### config.mk
export PLATFORM = sky130hd
export DESIGN_NAME = ring_cmd_sched
export DESIGN_NICKNAME = d
export VERILOG_FILES = /design/src/rtl/ring_pkg.sv /design/src/rtl/ring_slot_table.sv /design/src/rtl/ring_cmd_stage.sv /design/src/rtl/ring_cmd_sched.sv
export SDC_FILE = /design/constraint.sdc
export NUM_CORES = 1
export LEC_CHECK = 0
export ABC_AREA = 1
export BUFFER_PORTS_ARGS = -buffer_cell sky130_fd_sc_hd__buf_4
export CAP_MARGIN = 20
export CORE_MARGIN = 2
export CORE_UTILIZATION = 55
export CTS_BUF_LIST = sky130_fd_sc_hd__clkbuf_4 sky130_fd_sc_hd__clkbuf_8
export CTS_CLUSTER_SIZE = 20
export DETAILED_ROUTE_END_ITERATION = 16
export GPL_ROUTABILITY_DRIVEN = 1
export PLACE_DENSITY_LB_ADDON = 0.12
export SLEW_MARGIN = 20
export SYNTH_ARGS = -nofsm -noshare
export SYNTH_HDL_FRONTEND = slang
export SYNTH_HIERARCHICAL = 1
export SYNTH_SLANG_ARGS = --single-unit
export TNS_END_PERCENT = 100
### constraint.sdc
create_clock -name clk -period 3.6 [get_ports clk]
set_clock_uncertainty 0.1 [all_clocks]
set_input_delay 0.72 -clock clk [delete_from_list [all_inputs] [get_ports clk]]
set_output_delay 0.72 -clock clk [all_outputs]
set_load 0.02 [all_outputs]
### src/rtl/ring_pkg.sv
package ring_pkg;
    typedef enum logic [1:0] {
        SLOT_FREE   = 2'd0,
        SLOT_ARMED  = 2'd1,
        SLOT_FILLED = 2'd2,
        SLOT_HELD   = 2'd3
    } slot_st_e;
endpackage

### src/rtl/ring_slot_table.sv
module ring_slot_table
    import ring_pkg::*;
#(
    parameter int NUM_SLOTS = 16,
    parameter int LEN_W     = 24,
    localparam int IDX_W    = $clog2(NUM_SLOTS)
) (
    input  logic             clk,
    input  logic             rst_n,
    input  logic             clr,
    input  logic             arm_en,
    input  logic [IDX_W-1:0] arm_idx,
    input  logic             fill_en,
    input  logic [IDX_W-1:0] fill_idx,
    input  logic [LEN_W-1:0] fill_len,
    input  logic             fill_err,
    input  logic             hold_en,
    input  logic [IDX_W-1:0] hold_idx,
    input  logic             free_en,
    input  logic [IDX_W-1:0] free_idx,
    output slot_st_e         st_o  [NUM_SLOTS],
    output logic [LEN_W-1:0] len_o [NUM_SLOTS],
    output logic             err_o [NUM_SLOTS]
);
    typedef struct packed {
        slot_st_e         st;
        logic [LEN_W-1:0] len;
        logic             err;
    } slot_t;

    logic [NUM_SLOTS-1:0] held_vec;

    for (genvar i = 0; i < NUM_SLOTS; i++) begin : g_slot
        slot_t slot_d, slot_q;

        always_comb begin
            slot_d = slot_q;
            if (clr) begin
                slot_d.st  = SLOT_FREE;
                slot_d.len = '0;
                slot_d.err = 1'b0;
            end else begin
                if (arm_en && arm_idx == IDX_W'(i) && slot_q.st == SLOT_FREE)
                    slot_d.st = SLOT_ARMED;
                if (fill_en && fill_idx == IDX_W'(i) && slot_q.st == SLOT_ARMED) begin
                    slot_d.st  = SLOT_FILLED;
                    slot_d.len = fill_len;
                    slot_d.err = fill_err;
                end
                if (hold_en && hold_idx == IDX_W'(i) && slot_q.st == SLOT_FILLED)
                    slot_d.st = SLOT_HELD;
                if (free_en && free_idx == IDX_W'(i) && slot_q.st == SLOT_HELD)
                    slot_d.st = SLOT_FREE;
            end
        end

        always_ff @(posedge clk) begin
            if (!rst_n) begin
                slot_q.st  <= SLOT_FREE;
                slot_q.len <= '0;
                slot_q.err <= 1'b0;
            end else begin
                slot_q <= slot_d;
            end
        end

        assign st_o[i]     = slot_q.st;
        assign len_o[i]    = slot_q.len;
        assign err_o[i]    = slot_q.err;
        assign held_vec[i] = (slot_q.st == SLOT_HELD);
    end

    // the host never owns two slots at once
    assert_single_held_R6: assert property (@(posedge clk) disable iff (!rst_n)
        $countones(held_vec) <= 1);

    // a completion always lands on a slot that is waiting for data
    assert_fill_on_armed_R4: assert property (@(posedge clk) disable iff (!rst_n)
        (fill_en && !clr) |-> st_o[fill_idx] == SLOT_ARMED);
endmodule

### src/rtl/ring_cmd_stage.sv
module ring_cmd_stage #(
    parameter int              NUM_SLOTS  = 16,
    parameter int              ADDR_W     = 32,
    parameter int              LEN_W      = 24,
    parameter logic [ADDR_W-1:0] BASE_ADDR = 32'h8000_0000,
    parameter int unsigned     SLOT_BYTES = 65536,
    localparam int             IDX_W      = $clog2(NUM_SLOTS)
) (
    input  logic              clk,
    input  logic              rst_n,
    input  logic              clr,
    input  logic              load_en,
    input  logic [IDX_W-1:0]  load_idx,
    output logic              can_load,
    output logic              cmd_valid,
    input  logic              cmd_ready,
    output logic [ADDR_W-1:0] cmd_addr,
    output logic [LEN_W-1:0]  cmd_len,
    output logic [IDX_W-1:0]  cmd_tag
);
    typedef struct packed {
        logic              valid;
        logic [IDX_W-1:0]  tag;
        logic [ADDR_W-1:0] addr;
    } stage_t;

    stage_t stg_d, stg_q;

    assign can_load = !stg_q.valid || cmd_ready;

    always_comb begin
        stg_d = stg_q;
        if (clr) begin
            stg_d.valid = 1'b0;
        end else begin
            if (stg_q.valid && cmd_ready)
                stg_d.valid = 1'b0;
            if (load_en) begin
                stg_d.valid = 1'b1;
                stg_d.tag   = load_idx;
                stg_d.addr  = BASE_ADDR + ADDR_W'(load_idx) * ADDR_W'(SLOT_BYTES);
            end
        end
    end

    always_ff @(posedge clk) begin
        if (!rst_n) begin
            stg_q.valid <= 1'b0;
            stg_q.tag   <= '0;
            stg_q.addr  <= '0;
        end else begin
            stg_q <= stg_d;
        end
    end

    assign cmd_valid = stg_q.valid;
    assign cmd_tag   = stg_q.tag;
    assign cmd_addr  = stg_q.addr;
    assign cmd_len   = LEN_W'(SLOT_BYTES);

    // a stalled command is held unchanged
    assert_cmd_hold_R3: assert property (@(posedge clk) disable iff (!rst_n)
        (cmd_valid && !cmd_ready && !clr) |=> (cmd_valid && $stable(cmd_tag) && $stable(cmd_addr)));

    // the scheduler loads only into an empty or draining stage
    assert_load_slot_open_R3: assert property (@(posedge clk) disable iff (!rst_n)
        load_en |-> (!cmd_valid || cmd_ready));
endmodule

### src/rtl/ring_cmd_sched.sv
module ring_cmd_sched
    import ring_pkg::*;
#(
    parameter int                NUM_SLOTS  = 16,
    parameter int                ADDR_W     = 32,
    parameter int                LEN_W      = 24,
    parameter logic [ADDR_W-1:0] BASE_ADDR  = 32'h8000_0000,
    parameter int unsigned       SLOT_BYTES = 65536,
    localparam int               IDX_W      = $clog2(NUM_SLOTS)
) (
    input  logic              clk,
    input  logic              rst_n,
    input  logic              ctl_start,
    input  logic              ctl_stop,
    input  logic              ctl_flush,
    output logic              cmd_valid,
    input  logic              cmd_ready,
    output logic [ADDR_W-1:0] cmd_addr,
    output logic [LEN_W-1:0]  cmd_len,
    output logic [IDX_W-1:0]  cmd_tag,
    input  logic              sts_valid,
    output logic              sts_ready,
    input  logic [IDX_W-1:0]  sts_tag,
    input  logic [LEN_W-1:0]  sts_bytes,
    input  logic              sts_err,
    input  logic              host_get,
    input  logic              host_confirm,
    output logic              host_valid,
    output logic [IDX_W-1:0]  host_idx,
    output logic [LEN_W-1:0]  host_len,
    output logic              host_err,
    output logic              tag_error
);
    typedef struct packed {
        logic             run;
        logic             start_ok;
        logic [IDX_W-1:0] iss_ptr;
        logic [IDX_W-1:0] cmp_ptr;
        logic [IDX_W-1:0] rd_ptr;
        logic             get_pend;
        logic             held;
        logic             host_valid;
        logic [IDX_W-1:0] host_idx;
        logic [LEN_W-1:0] host_len;
        logic             host_err;
        logic             tag_err;
    } ctl_t;

    localparam ctl_t CTL_IDLE = '{
        run: 1'b0, start_ok: 1'b1, iss_ptr: '0, cmp_ptr: '0, rd_ptr: '0,
        get_pend: 1'b0, held: 1'b0, host_valid: 1'b0, host_idx: '0,
        host_len: '0, host_err: 1'b0, tag_err: 1'b0
    };

    function automatic logic [IDX_W-1:0] ring_next(input logic [IDX_W-1:0] p);
        return (p == IDX_W'(NUM_SLOTS - 1)) ? '0 : p + 1'b1;
    endfunction

    ctl_t ctl_d, ctl_q;

    slot_st_e         slot_st  [NUM_SLOTS];
    logic [LEN_W-1:0] slot_len [NUM_SLOTS];
    logic             slot_err [NUM_SLOTS];

    logic can_load, load_en, fill_en, hold_en, free_en;

    // Status records are always taken in the cycle they are offered.
    assign sts_ready = 1'b1;

    always_comb begin
        ctl_d            = ctl_q;
        ctl_d.host_valid = 1'b0;
        load_en          = 1'b0;
        fill_en          = 1'b0;
        hold_en          = 1'b0;
        free_en          = 1'b0;

        if (ctl_flush) begin
            ctl_d = CTL_IDLE;
        end else begin
            // run control
            if (ctl_start && ctl_q.start_ok) begin
                ctl_d.run      = 1'b1;
                ctl_d.start_ok = 1'b0;
            end
            if (ctl_stop)
                ctl_d.run = 1'b0;

            // command issue, strictly in ring order
            if (ctl_q.run && can_load && slot_st[ctl_q.iss_ptr] == SLOT_FREE) begin
                load_en       = 1'b1;
                ctl_d.iss_ptr = ring_next(ctl_q.iss_ptr);
            end

            // status capture against the oldest outstanding slot
            if (sts_valid) begin
                if (slot_st[ctl_q.cmp_ptr] == SLOT_ARMED) begin
                    fill_en       = 1'b1;
                    ctl_d.cmp_ptr = ring_next(ctl_q.cmp_ptr);
                    if (sts_tag != ctl_q.cmp_ptr)
                        ctl_d.tag_err = 1'b1;
                end else begin
                    ctl_d.tag_err = 1'b1;
                end
            end

            // host hand-out, one slot at a time
            if (!ctl_q.held) begin
                if (host_get || ctl_q.get_pend) begin
                    if (slot_st[ctl_q.rd_ptr] == SLOT_FILLED) begin
                        hold_en          = 1'b1;
                        ctl_d.held       = 1'b1;
                        ctl_d.get_pend   = 1'b0;
                        ctl_d.host_valid = 1'b1;
                        ctl_d.host_idx   = ctl_q.rd_ptr;
                        ctl_d.host_len   = slot_len[ctl_q.rd_ptr];
                        ctl_d.host_err   = slot_err[ctl_q.rd_ptr];
                    end else begin
                        ctl_d.get_pend = 1'b1;
                    end
                end
            end else if (host_confirm) begin
                free_en      = 1'b1;
                ctl_d.held   = 1'b0;
                ctl_d.rd_ptr = ring_next(ctl_q.rd_ptr);
            end
        end
    end

    always_ff @(posedge clk) begin
        if (!rst_n) ctl_q <= CTL_IDLE;
        else        ctl_q <= ctl_d;
    end

    ring_slot_table #(
        .NUM_SLOTS (NUM_SLOTS),
        .LEN_W     (LEN_W)
    ) u_table (
        .clk      (clk),
        .rst_n    (rst_n),
        .clr      (ctl_flush),
        .arm_en   (load_en),
        .arm_idx  (ctl_q.iss_ptr),
        .fill_en  (fill_en),
        .fill_idx (ctl_q.cmp_ptr),
        .fill_len (sts_bytes),
        .fill_err (sts_err),
        .hold_en  (hold_en),
        .hold_idx (ctl_q.rd_ptr),
        .free_en  (free_en),
        .free_idx (ctl_q.rd_ptr),
        .st_o     (slot_st),
        .len_o    (slot_len),
        .err_o    (slot_err)
    );

    ring_cmd_stage #(
        .NUM_SLOTS  (NUM_SLOTS),
        .ADDR_W     (ADDR_W),
        .LEN_W      (LEN_W),
        .BASE_ADDR  (BASE_ADDR),
        .SLOT_BYTES (SLOT_BYTES)
    ) u_stage (
        .clk       (clk),
        .rst_n     (rst_n),
        .clr       (ctl_flush),
        .load_en   (load_en),
        .load_idx  (ctl_q.iss_ptr),
        .can_load  (can_load),
        .cmd_valid (cmd_valid),
        .cmd_ready (cmd_ready),
        .cmd_addr  (cmd_addr),
        .cmd_len   (cmd_len),
        .cmd_tag   (cmd_tag)
    );

    assign host_valid = ctl_q.host_valid;
    assign host_idx   = ctl_q.host_idx;
    assign host_len   = ctl_q.host_len;
    assign host_err   = ctl_q.host_err;
    assign tag_error  = ctl_q.tag_err;

    // a command on the stream belongs to a slot marked as armed
    assert_cmd_slot_armed_R12: assert property (@(posedge clk) disable iff (!rst_n)
        cmd_valid |-> slot_st[cmd_tag] == SLOT_ARMED);

    // a hand-out always names the slot the host now holds
    assert_host_slot_held_R5: assert property (@(posedge clk) disable iff (!rst_n)
        host_valid |-> slot_st[host_idx] == SLOT_HELD);

    // the order error stays until a flush
    assert_tag_err_sticky_R9: assert property (@(posedge clk) disable iff (!rst_n)
        (tag_error && !ctl_flush) |=> tag_error);

    // with the run stopped and the stream idle, no command appears
    assert_no_issue_stopped_R10: assert property (@(posedge clk) disable iff (!rst_n)
        (!ctl_q.run && !cmd_valid) |=> !cmd_valid);

    // a flush empties the command stream
    assert_flush_clears_R11: assert property (@(posedge clk) disable iff (!rst_n)
        ctl_flush |=> (!cmd_valid && !tag_error && !host_valid));
endmodule

## Yosys cells after proc, flatten, opt, wreduce, memory -nomap -nowiden

Cells that the tools add are included.
W data, S select, Z words.

- Bits in registers: 516
- Input port bits: 38
- Output and inout port bits: 93
- Logic and storage cells: 458

- Add/sub/neg operators: 4
- $lt $le $gt $ge: 3
- Equal/unequal tests: 97
- Muxes and demuxes: 87
- Bitwise gates (word level): 7
- Reductions and logical operators: 197

Operator list:

| operator | number |
|---|---|
| $mux W27 | 16 |
| $logic_and A1 B1 Y1 | 132 |
| $bmux W24 S4 | 1 |
| $eq A4 B4 Y1 const B | 24 |
| $mux W2 | 38 |
| $eq A2 B2 Y1 const B | 33 |
| $mux W31 | 2 |
| $reduce_or A3 Y1 | 17 |
| $eq A4 B3 Y1 const B | 12 |
| $mux W24 | 2 |
| $reduce_bool A3 Y1 | 16 |
| $mux W37 | 1 |
| $eq A2 B1 Y1 const B | 17 |
| $logic_not A2 Y1 | 17 |
| $add A32 B20 Y32 const A | 1 |
| $bmux W2 S4 | 3 |
| $eq A4 B2 Y1 const B | 6 |
| $mux W1 | 20 |
| $ge A5 B5 Y1 const B | 3 |
| $not A4 Y5 | 3 |
| $add A4 B1 Y4 const B | 3 |
| $eq A4 B1 Y1 const B | 3 |
| $logic_not A4 Y1 | 3 |
| $mux W4 | 3 |
| other kinds (11) | 19 |

## Longest topological paths before layout

- Depth in word-level cells: 13
- Mapped depth: 18
- Mapped depth without buffers: 15

## Modules after synthesis

The synthesis kept the hierarchy.

By module, submodules not included:

| module | times used | cells an instance | area each (um^2) | seq. area each (um^2) |
|---|---|---|---|---|
| ring_slot_table | 1 | 2551 | 17737.0 | 8648.3 |
| ring_cmd_sched | 1 | 1407 | 7134.3 | 940.9 |
| ring_cmd_stage | 1 | 93 | 666.9 | 120.1 |

## Worst setup path after synthesis

Ideal clock, no wire load.

- Path type: flip-flop to flip-flop
- Start: reg ctl_q[37] (netlist name)
- End: reg u_table.g_slot[0].slot_q (netlist bit u_table/len_o[375])
- Library setup time: 0.116 ns
- Arrival: 2.422 ns
- Required time: 3.384 ns
- Slack: 0.962 ns
- Stages on the path, launching flop included: 17
- Buffers on the path: 3
- Clock period less this slack: 2.638 ns
- Cell sequence: dfxtp_1 > buf_2 > inv_1 > o21ai_0 > nand2_1 > nand2_1 > nand3_1 > nand3_1 > nand3_1 > nor2_1 > buf_4 > nand3_1 > nor2_1 > inv_2 > buf_2 > nor2_1 > nor2_1

- Cells in the longest elaborated chain, start to end: 10
- Elaborated cells between the ends (all ways): 11
- Those cells by class: 1 x eq/ne; 6 x mux; 1 x bitwise; 3 x reduce/logical

Ends and longest elaborated chain:

| item | RTL line | source |
|---|---|---|
| start, declared | ring_cmd_sched.sv:59 | `ctl_t ctl_d, ctl_q;` |
| start signal, assigned | ring_cmd_sched.sv:132 | `else ctl_q <= ctl_d;` |
| $not A4 Y5 (implied by the code) | ring_cmd_sched.sv:97 | `if (slot_st[ctl_q.cmp_ptr] == SLOT_ARMED) begin` |
| $bmux W2 S4 | ring_cmd_sched.sv:97 |  |
| $mux W2 (implied by the code) (2 in a row) | ring_cmd_sched.sv:97 |  |
| $eq A2 B1 Y1 | ring_cmd_sched.sv:97 |  |
| $mux W1 | ring_cmd_sched.sv:97 |  |
| $mux W1 | ring_cmd_sched.sv:96 | `if (sts_valid) begin` |
| $mux W1 | ring_cmd_sched.sv:78 | `if (ctl_flush) begin` |
| named net fill_en | ring_cmd_sched.sv:65 | `logic can_load, load_en, fill_en, hold_en, free_en;` |
| $logic_and A1 B1 Y1 (2 in a row) | ring_slot_table.sv:45 | `if (fill_en && fill_idx == IDX_W'(i) && slot_q.st == SLOT_ARMED) begin` |
| end signal, assigned | ring_slot_table.sv:63 | `slot_q <= slot_d;` |
| end, declared | ring_slot_table.sv:34 | `slot_t slot_d, slot_q;` |

The timed path passes the listed nets, and every way through them passes these cells. The select of a mux whose other input is x is not followed.
A chain may end at the register's enable or synchronous reset.

## Worst setup path in the final report

- Start: reg ctl_q[41] (netlist name)
- End: reg u_table.g_slot[6].slot_q (netlist bit u_table/st_o[18])

- Cells in the longest elaborated chain, start to end: 11
- Elaborated cells between the ends (all ways): 12
- Those cells by class: 1 x eq/ne; 5 x mux; 1 x bitwise; 5 x reduce/logical

Ends and longest elaborated chain:

| item | RTL line | source |
|---|---|---|
| $not A4 Y5 (implied by the code) | ring_cmd_sched.sv:90 | `if (ctl_q.run && can_load && slot_st[ctl_q.iss_ptr] == SLOT_FREE) begin` |
| $bmux W2 S4 | ring_cmd_sched.sv:90 |  |
| $mux W2 (implied by the code) (2 in a row) | ring_cmd_sched.sv:90 |  |
| $logic_not A2 Y1 | ring_cmd_sched.sv:90 |  |
| $logic_and A1 B1 Y1 | ring_cmd_sched.sv:90 |  |
| $mux W1 | ring_cmd_sched.sv:90 |  |
| $mux W1 | ring_cmd_sched.sv:78 |  |
| named net load_en | ring_cmd_sched.sv:65 |  |
| $logic_and A1 B1 Y1 (2 in a row) | ring_slot_table.sv:43 | `if (arm_en && arm_idx == IDX_W'(i) && slot_q.st == SLOT_FREE)` |
| $reduce_bool A3 Y1 (no source line) | - |  |
| end signal, assigned | ring_slot_table.sv:63 |  |
| end, declared | ring_slot_table.sv:34 |  |

The timed path passes the listed nets, and every way through them passes these cells. The select of a mux whose other input is x is not followed.

==> flow_metrics.env <==
export IMPL_status="finished, final reports clean"
export IMPL_fin_area_um2=27190
export IMPL_max_slew_margin_rel=0.3971
export IMPL_antenna_found_initial=0
export IMPL_dr_total_vias=25685
export IMPL_rsz0062_at_grt="false"
export IMPL_crit_path_max_fanout=18
export IMPL_dp_hpwl_um=52830
export IMPL_wl_per_cell_um=18.24
export IMPL_setup_worst_path_end_class="flop"
export IMPL_post_route_period_util=0.9023
export IMPL_synth_top_area_frac=0.3802
export IMPL_drtIter0Drc=2833
export IMPL_worstPathRequired_ns=4.07
export IMPL_async_flop_share=0
export IMPL_cts_tree="done"
export IMPL_hold_path_class="in -> reg"
export IMPL_timing_fmax_mhz=307.8
export IMPL_die_x_um=219.5
export IMPL_arrival_ns=3.72
export IMPL_portBuffers=78
export IMPL_row_count=78
export IMPL_vias_per_cell=5.556
export IMPL_place_area_um2=25540
export IMPL_worst_pin_slew_ns=0.9043
export IMPL_power_density_nw_per_um2=401.9
export IMPL_cts_made_buffers=84
export IMPL_synth_cell_types=37
export IMPL_maxCapViolations=0
export IMPL_syn_avg_cell_area_um2=6.304
export IMPL_p_leak_nw=10.65
export IMPL_grt_pass1_wl_um=130600
export IMPL_grt_use_total=0.3468
export IMPL_coreArea_um2=45580
export IMPL_path_clk_slew_ns=0.06
export IMPL_yosys_top_cells_area="dfxtp_1, nor2_1, nand2_1, nand3_1, o21ai_0"
export IMPL_ys_seq_area_frac=0.3802
export IMPL_syn_inst=4051
export IMPL_setup_viol=0
export IMPL_setup_tns_ns=0
export IMPL_gp_congestion=0.9967
export IMPL_start_kind="flop"
export IMPL_slew_violations=0
export IMPL_clock_sinks=485
export IMPL_ys_ff_latch=485
export IMPL_drive_gt1_frac=0.09028
export IMPL_critPathKind="reg -> reg"
export IMPL_dp_slack_ns=0.4429
export IMPL_finalNetCount=4009
export IMPL_cts_resized=0
export IMPL_fin_ws_ns=0.3516
export IMPL_clockBufferDepth=3
export IMPL_cts_max_level=3
export IMPL_die_area_um2=48170
export IMPL_worstSkewPairLatency_ns=0.68
export IMPL_overflow=0
export IMPL_cts_hold_buf=0
export IMPL_power_mw=10.93
export IMPL_post_route_drc_count=0
export IMPL_start_util=0.5603
export IMPL_drtPass1Iterations=7
export IMPL_vdd_drop_max_v=0.0002626
export IMPL_area_delta_synth_final_pct=6.477
export IMPL_synth_most_common_cell="nor2_1"
export IMPL_grt_pass1_vias=22854
export IMPL_ios=131
export IMPL_fin_hold_ws_ns=0.1232
export IMPL_dieHeight_um=219.5
export IMPL_synth_top_cell_by_area="dfxtp_1"
export IMPL_ant_nets=0
export IMPL_synth_enable_flop_cells=0
export IMPL_synthFlopType="dfxtp_1"
export IMPL_syn_area_um2=25540
export IMPL_root_buffer="clkbuf_8"
export IMPL_period_minus_slack_ns=3.248
export IMPL_timing_final_hold_violations=0
export IMPL_yosysWarnings=6
export IMPL_cts_setup_buffers=0
export IMPL_wirelength_um=84310
export IMPL_synthTopCellsByCount="nor2_1, nand2_1, nand3_1"
export IMPL_grt_max_degree=195
## registers in the layout (all words and copies together) (netlist names)
name / cells
u_table/err_o: 16
host_valid: 1
u_stage/cmd_valid: 1
host_err: 1
u_stage/cmd_addr: 2
u_stage/cmd_tag: 3
tag_error: 1
u_table/len_o: 384
ctl_q: 16
host_idx: 4
u_table/st_o: 32
host_len: 24
## critical path, stage by stage, from the launching register on
cell and delay, ns:
dfxtp_1 0.83, clkinv_1 0.53, nand3_1 0.17, nand2_1 0.12, a21oi_1 0.14, nand3_1 0.18
nand3_1 0.26, nor2_1 0.24, nand3_1 0.24, inv_1 0.08, nand2_1 0.06, nand2_1 0.05
nor2_1 0.09, nor2_1 0.04
## metal layers
layer,wire [um],track usage
met2,37820,0.5494
met3,7647,0.05135
met4,4251,0.1806
met1,34600,0.4586
met5,0,0
## power by group
group	switching, mW	internal [mW]	leakage [nW]
Sequential	0.00366	5.37	3.91
Clock	2.34	2.76	0.878
Combinational	0.345	0.109	5.87
Total	2.69	8.24	10.7
## layout by cell type (no fill, tap or decap), drive strengths merged
| master | count |
|---|---|
| clkbuf | 127 |
| nor3 | 15 |
| inv | 167 |
| nand2 | 750 |
| nor2 | 1336 |
| a21boi | 1 |
| xnor2 | 2 |
| nand3 | 511 |
| nand4 | 31 |
| o22ai | 4 |
| dfxtp | 485 |
| o21ai | 270 |
| ha | 3 |
| nor4 | 1 |
| a21oi | 31 |
| a211oi | 1 |
| clkinvlp | 3 |
| a21o | 1 |
| clkinv | 22 |
| buf | 139 |
| conb | 52 |
| o21bai | 27 |
| o211ai | 37 |
| diode | 2 |
| nand3b | 1 |
| xor2 | 4 |
## per-stage QoR
step / std cells / util
floorplan: 4100 / -
global placement: 4482 / 0.5603
detailed placement: 4482 / 0.5603
CTS: 4621 / 0.5965
global route: 4621 / 0.5965
finish: 4623 / 0.5966
## cell families (layout without fill, tap and decap cells)
group / after synthesis / count (layout) / synth area share
DFF: 485 / 485 / 0.3802
adders and majority gates: 3 / 3 / 0.001470
and+or+nand+nor: 2645 / 2645 / 0.4268
other: 3 / 54 / 0.0004409
buffers and inverters: 537 / 458 / 0.1094
xor gates and xnor gates: 6 / 6 / 0.002058
AOI/OAI and AO/OA: 372 / 372 / 0.07966
## path summary, 6_finish.rpt
kind,start,depth (start not counted),slack (ns),end
hold / removal,ctl_stop,2,0.12,ctl_q[46]$_SDFFE_PP0P_
hold reg to reg,tag_error$_SDFFE_PP0P_,2,0.35,tag_error$_SDFFE_PP0P_
setup / recovery,ctl_q[41]$_SDFFE_PP0P_,13,0.35,u_table/st_o[18]$_SDFFE_PP0P_
setup reg to reg,ctl_q[41]$_SDFFE_PP0P_,13,0.35,u_table/st_o[18]$_SDFFE_PP0P_
## final cells by class
class,count,area [um^2]
Timing Repair Buffer,139,1144
Clock inverter,12,90.09
Tap cell,600,750.7
Inverter,180,684.4
Antenna cell,2,5.005
Multi-Input combinational cell,3078,13240
Clock buffer,127,1560
Sequential cell,485,9718
Fill cell,4653,18380
Power figures use the tool's default switching activity.
